File: src/rtl/zbt_pkg.sv
package zbt_pkg;

    // operation carried down the pipeline
    typedef enum logic [1:0] {
        OP_NONE = 2'd0,
        OP_RD   = 2'd1,
        OP_WR   = 2'd2
    } op_e;

    // command decoder state: which burst is open
    typedef enum logic [1:0] {
        ST_DESEL    = 2'd0,
        ST_RD_BURST = 2'd1,
        ST_WR_BURST = 2'd2
    } bst_e;

endpackage

File: src/rtl/zbt_cmd_fsm.sv
module zbt_cmd_fsm
    import zbt_pkg::*;
#(
    parameter int AW = 4,
    parameter int NL = 2
) (
    input  logic          clk,
    input  logic          rst_n,
    input  logic          en,
    input  logic          load,
    input  logic          sel,
    input  logic          rw,
    input  logic [AW-1:0] addr,
    input  logic [NL-1:0] bw_n,
    input  logic          mode,
    output op_e           s1_op,
    output logic [AW-1:0] s1_addr,
    output logic [NL-1:0] s1_bw_n
);

    localparam int GW = 2;   // beat counter width: four-word group

    bst_e          st_q, st_d;
    logic [AW-1:0] base_q, base_d;
    logic [GW-1:0] cnt_q, cnt_d;
    logic [GW-1:0] off;
    logic [AW-1:0] a_d;
    op_e           op_d;

    // next state, burst address and issued operation
    always_comb begin
        st_d   = st_q;
        base_d = base_q;
        cnt_d  = cnt_q + GW'(1);          // CONTINUE
        if (load) begin
            cnt_d = '0;
            if (sel) begin
                base_d = addr;
                st_d   = rw ? ST_RD_BURST : ST_WR_BURST;   // LOAD_RD / LOAD_WR
            end else begin
                st_d = ST_DESEL;                           // DESELECT
            end
        end
        off = mode ? (base_d[GW-1:0] ^ cnt_d) : (base_d[GW-1:0] + cnt_d);
        a_d = {base_d[AW-1:GW], off};
        unique case (st_d)
            ST_DESEL:    op_d = OP_NONE;
            ST_RD_BURST: op_d = OP_RD;
            ST_WR_BURST: op_d = OP_WR;
            default:     op_d = OP_NONE;
        endcase
    end

    // state register
    always_ff @(posedge clk) begin
        if (!rst_n) begin
            st_q   <= ST_DESEL;
            base_q <= '0;
            cnt_q  <= '0;
        end else if (en) begin
            st_q   <= st_d;
            base_q <= base_d;
            cnt_q  <= cnt_d;
        end
    end

    // output register: first pipeline stage
    always_ff @(posedge clk) begin
        if (!rst_n) begin
            s1_op   <= OP_NONE;
            s1_addr <= '0;
            s1_bw_n <= '1;
        end else if (en) begin
            s1_op   <= op_d;
            s1_addr <= a_d;
            s1_bw_n <= bw_n;
        end
    end

endmodule

File: config.mk
export PLATFORM = sky130hd
export DESIGN_NAME = zbt_cmd_fsm
export DESIGN_NICKNAME = d
export VERILOG_FILES = /design/src/rtl/zbt_pkg.sv /design/src/rtl/zbt_cmd_fsm.sv
export SDC_FILE = /design/constraint.sdc
export NUM_CORES = 1
export LEC_CHECK = 0
export ABC_CLOCK_PERIOD_IN_PS = 1300
export BUFFER_PORTS_ARGS = -buffer_cell sky130_fd_sc_hd__buf_2
export CAP_MARGIN = 20
export CORE_AREA = 2 2 43 45
export CTS_CLUSTER_DIAMETER = 100
export DETAILED_ROUTE_END_ITERATION = 8
export DIE_AREA = 0 0 45 47
export PLACE_DENSITY = 0.67
export SLEW_MARGIN = 0
export SYNTH_ARGS = -nofsm -noshare
export SYNTH_HDL_FRONTEND = slang
export SYNTH_SLANG_ARGS = --single-unit
File: constraint.sdc
create_clock -name clk -period 1.3 [get_ports clk]
set_input_delay 0.065 -clock clk [delete_from_list [all_inputs] [get_ports clk]]
set_output_delay 0.065 -clock clk [all_outputs]
set_load 0.01 [all_outputs]
==> Yosys cells after proc, flatten, opt, wreduce, memory -nomap -nowiden <==
Cells that the tools add are included.
{ "classes": {"n_addsub": 2, "mul": 0, "n_div": 0, "n_lt_le_gt_ge": 0, "eq_ne": 2, "n_shift": 0, "mux": 8, "bitwise": 1, "n_reduce_logical": 0} }
{ "ops": {"columns": ["op", "count"], "rows": [
  ["$mux 2", 5],
  ["$mux 4", 2],
  ["$pmux 2 s2", 1],
  ["$add 2x1->2 const B", 1],
  ["$add 2x2->2", 1],
  ["$eq 2x1->1 const B", 1],
  ["$eq 2x2->1 const B", 1],
  ["$xor 2x2->2", 1]
]} }
{ "word_totals": {"ff_bits": 16, "latch_bits": 0, "ramBits": 0, "rom_bits": 0, "inputBits": 13, "mem_count": 0} }

==> Logic depth before layout (Yosys ltp) <==
{ "logic_depth": {"ltp_word": 5, "mapped_depth": 6, "ltp_nobuf": 5} }

==> Least setup slack after synthesis <==
No wires, ideal clock.
{ "synth_timing": {"kind": "input to register", "startpoint": "in load", "endpoint": "reg s1_addr[1]", "setup_time_ps": 74, "t_arrival_ps": 1148, "t_required_ps": 1226, "path_slack_ps": 78, "cell_stages": 6, "n_path_buf": 1, "path_cell_list": "buf_2 nand2_1 mux2_1 ha_1 a22o_1 a31oi_1"} }
{ "synth_between": {"elab_chain_cells": 3, "word_cells_on_any_way": 5, "cone_classes": "add/sub (1); mux (3); bitwise (1)"} }
{ "synth_lines": {"columns": ["item", "line_no", "rtl"], "rows": [
  ["from (decl)", "zbt_cmd_fsm.sv:10", "input logic load,"],
  ["$mux 4", "zbt_cmd_fsm.sv:35", "if (load) begin"],
  ["named net base_d[0]", "zbt_cmd_fsm.sv:24", "logic [AW-1:0] base_q, base_d;"],
  ["$add 2x2->2", "zbt_cmd_fsm.sv:44", "off = mode ? (base_d[GW-1:0] ^ cnt_d) : (base_d[GW-1:0] + cnt_d);"],
  ["$mux 2", "zbt_cmd_fsm.sv:44", null],
  ["to (signal assigned)", "zbt_cmd_fsm.sv:71", "s1_addr <= '0;"],
  ["to (signal assigned)", "zbt_cmd_fsm.sv:75", "s1_addr <= a_d;"],
  ["to (decl)", "zbt_cmd_fsm.sv:17", "output logic [AW-1:0] s1_addr,"]
]} }
The timed path passes the listed nets, and every way through them passes these cells.
A chain may end at the register's enable or synchronous reset.

==> Worst setup path after layout <==
{ "layout_timing": {"startpoint": "reg base_q[0]", "endpoint": "reg s1_addr[1]"} }
{ "layout_between": {"elab_chain_cells": 4} }
{ "layout_lines": {"columns": ["item", "line_no", "rtl"], "rows": [
  ["from (decl)", "zbt_cmd_fsm.sv:24", null],
  ["from (signal assigned)", "zbt_cmd_fsm.sv:62", "base_q <= base_d;"],
  ["$mux 4", "zbt_cmd_fsm.sv:37", "if (sel) begin"],
  ["$mux 4 (*)", "zbt_cmd_fsm.sv:35", null],
  ["named net base_d[0]", "zbt_cmd_fsm.sv:24", null],
  ["$add 2x2->2 (*)", "zbt_cmd_fsm.sv:44", null],
  ["$mux 2 (*)", "zbt_cmd_fsm.sv:44", null]
]} }
The timed path passes the listed nets; every way through them passes the cells marked *.

==> impl_metrics.py <==
metrics = {
    "yosys": {
        "yosysTopAreaCellShare": 0.437,
        "syn_nets": 85,
        "synth-seq-cells": 14,
        "synthDistinctLibCells": 27,
        "synth_area_leaders": "dfxtp_1 (44%), mux2i_1 (14%), nor2_1 (7.0%), a21oi_1 (2.3%), a211oi_1 (2.3%)",
        "syn_inst": 71,
        "yosys.area.top_type": "dfxtp_1",
        "ys_seq_area_frac": 0.437,
        "syn_area_um2": 642,
        "synth_area_per_cell_um2": 9.04,
        "yosys_warnings": 0,
    },
    "die": {
        "num_io_pins": 21,
        "die-area_mm2": 0.00212,
        "row_count": 15,
        "initial_core_util": 0.389,
        "die_x_um": 45,
        "die_h_um": 47,
        "core_area_mm2": 0.00165,
    },
    "worst_setup_path": {
        "crit_path_max_fanout": 2,
        "crit_arrival_ns": 1.43,
        "path_class": "register to register",
        "cp_slowest_stage_delay_ns": 0.32,
        "crit_family": "compound AO/OA/AOI/OAI gates",
        "crit_slowest_cell": "dfxtp_1",
        "cp_num_buf_inv": 0,
        "cp.required_ns": 1.50,
        "path_cells": "mux2_1 > ha_2 > a22o_1 > a31oi_1",
        "start_kind": "register",
        "endpoint_kind": "register",
    },
    "sta": {
        "rsz0062_at_grt": "false",
        "whs_ns": 0.00565,
        "slew-limit-headroom": 0.771,
        "max_freq_mhz": 812,
        "tns_ns": 0,
        "setup_viol": 0,
        "tightest_slew_ns": 0.343,
        "min_period_over_period": 0.948,
        "final.min_clock_period_ns": 1.23,
        "hold_violations": 0,
        "slew_viol_final": 0,
        "fin_skew_ns": 0.00291,
    },
    "global_routing": {
        "first_global_vias": 488,
        "grt_first_pass_wirelength_mm": 1.95,
        "grt.total_usage": 0.130,
        "antenna_found_initial": 0,
        "grt_max_degree": 12,
        "grt-ovfl-total": 0,
    },
    "drt": {
        "drt_pass1_iterations": 4,
        "wire_per_inst_um": 11.3,
        "drc": 0,
        "vias": 548,
        "ant_nets": 0,
        "vias_per_cell": 5.07,
        "drt_iter0_markers": 14,
        "drt-total-wl_mm": 1.22,
    },
    "clocking": {
        "clk_path_buf_depth": 2,
        "cts_root_buffer": "clkbuf_4",
        "clock_latency_ns": 0.27,
        "clk_pin_slew_ns": 0.08,
        "cts_made_buffers": 3,
        "h-tree-depth": 1,
        "clock_sinks": 14,
        "cts_tree": "done",
    },
    "placed_design": {
        "dp_hpwl_um": 961,
        "io_buffers": 20,
        "place_area_um2": 746,
        "routabilityCongestion": 0.744,
    },
    "final_layout": {
        "nets": 107,
        "area.growth.synth_to_final_pct": 21.6,
        "design_area_um2": 781,
        "final_cell_mix": "buf_2 (20), dfxtp_1 (14), nor2_1 (12)",
        "fillers": 170,
        "layout_commonest_cell": "buf_2",
        "drive_above_1_share": 0.297,
        "diodes": 0,
    },
    "power_and_ir_drop": {
        "p_leak_nw": 0.392,
        "ir_drop_mv": 0.554,
        "power.density_mw_per_mm2": 1060,
    },
    "hold_path": {
        "worstHoldPathType": "input pin to register",
    },
    "run": {
        "cap_violations": 0,
    },
    "status": {
        "status": "finished clean",
    },
}
## what timing repair did
item                                    in CTS  in global routing
hold buffers                                 1                  0
buffers inserted                             0                  0
endpoints found under the setup margin       0                  1
resized for setup                            0                  1
hold endpoints to repair                     2                  0
## area by class of cell
class	count	area [um^2]	area share
clock buffer	3	22.5	0.0288
inverter	3	11.3	0.0144
multi-input combinational	48	320	0.410
sequential	14	280	0.359
tap	17	21.3	0.0272
timing repair buffer	23	125	0.160
## sequential cells by signal, indices dropped and copies added (netlist names)
register and cells:
base_q 4, cnt_q 2, s1_addr 2, s1_bw_n 2
s1_op 2, st_q 2
## logic make-up after synthesis
| logic type | synth area share |
|---|---|
| AO/OA/AOI/OAI | 0.123 |
| XOR/XNOR | 0.0136 |
| adder cells (fa/ha/maj) | 0.0195 |
| buffers and inverters | 0.0682 |
| flip-flops | 0.437 |
| multiplexers | 0.158 |
| AND/OR/NAND/NOR | 0.181 |
## per-stage QoR
step	setup WS [ns]	instances	util	total power (W)
global route	0.00870	108	0.473	0.000875
CTS	0.0224	108	0.471	0.000846
floorplan	0.0782	71	-	0.000555
detailed placement	0.0187	104	0.452	0.000602
finish	0.0682	108	0.473	0.000828
global placement	0.0819	104	0.452	0.000598
## where the power goes
part | switching, W | total [W] | internal (W)
clock network | 0.000129 | 0.000236 | 0.000107
registers | 0.0000123 | 0.000463 | 0.000450
logic | 0.0000654 | 0.000130 | 0.0000643
## per-layer routing
metal  GRT usage  wire, um  up-vias
met2       0.214       595       13
met4      0.0706        12        0
met5           0         0        -
met3      0.0385        79        2
met1       0.152       534      249
li1            -         -      284
## synthesized netlist by cell type
cell / n
a32oi_1: 1
nand3_1: 1
and3_1: 1
buf_4: 2
o21ai_0: 2
nand3b_1: 2
nand4_1: 1
dfxtp_1: 14
nor2b_1: 1
nor2_1: 12
nand2b_1: 2
a22o_1: 1
inv_2: 1
mux2i_1: 9
a21oi_1: 3
a211oi_1: 2
clkinv_1: 1
xor2_1: 1
buf_2: 2
clkbuf_1: 2
and3b_1: 1
mux2_1: 1
a2bb2oi_1: 1
nand2_1: 3
ha_1: 1
inv_1: 1
a31oi_1: 2
## worst paths after layout
kind / depth (start not counted) / from / to / slack [ns]
setup / recovery: 4 / base_q[0] / s1_addr[1] / 0.07
hold / removal: 3 / bw_n[0] / s1_bw_n[0] / 0.006
setup reg to reg: 4 / base_q[0] / s1_addr[1] / 0.07
hold reg to reg: 2 / s1_op[1] / s1_op[1] / 0.48
## tightest hold or removal path: cells and delay by family
kind	cells	cell delay [ns]
buffers and inverters	1	0.07
and+or+nand+nor	1	0.06
muxes	1	0.05
Note: power is estimated with default switching activity, not from simulation.
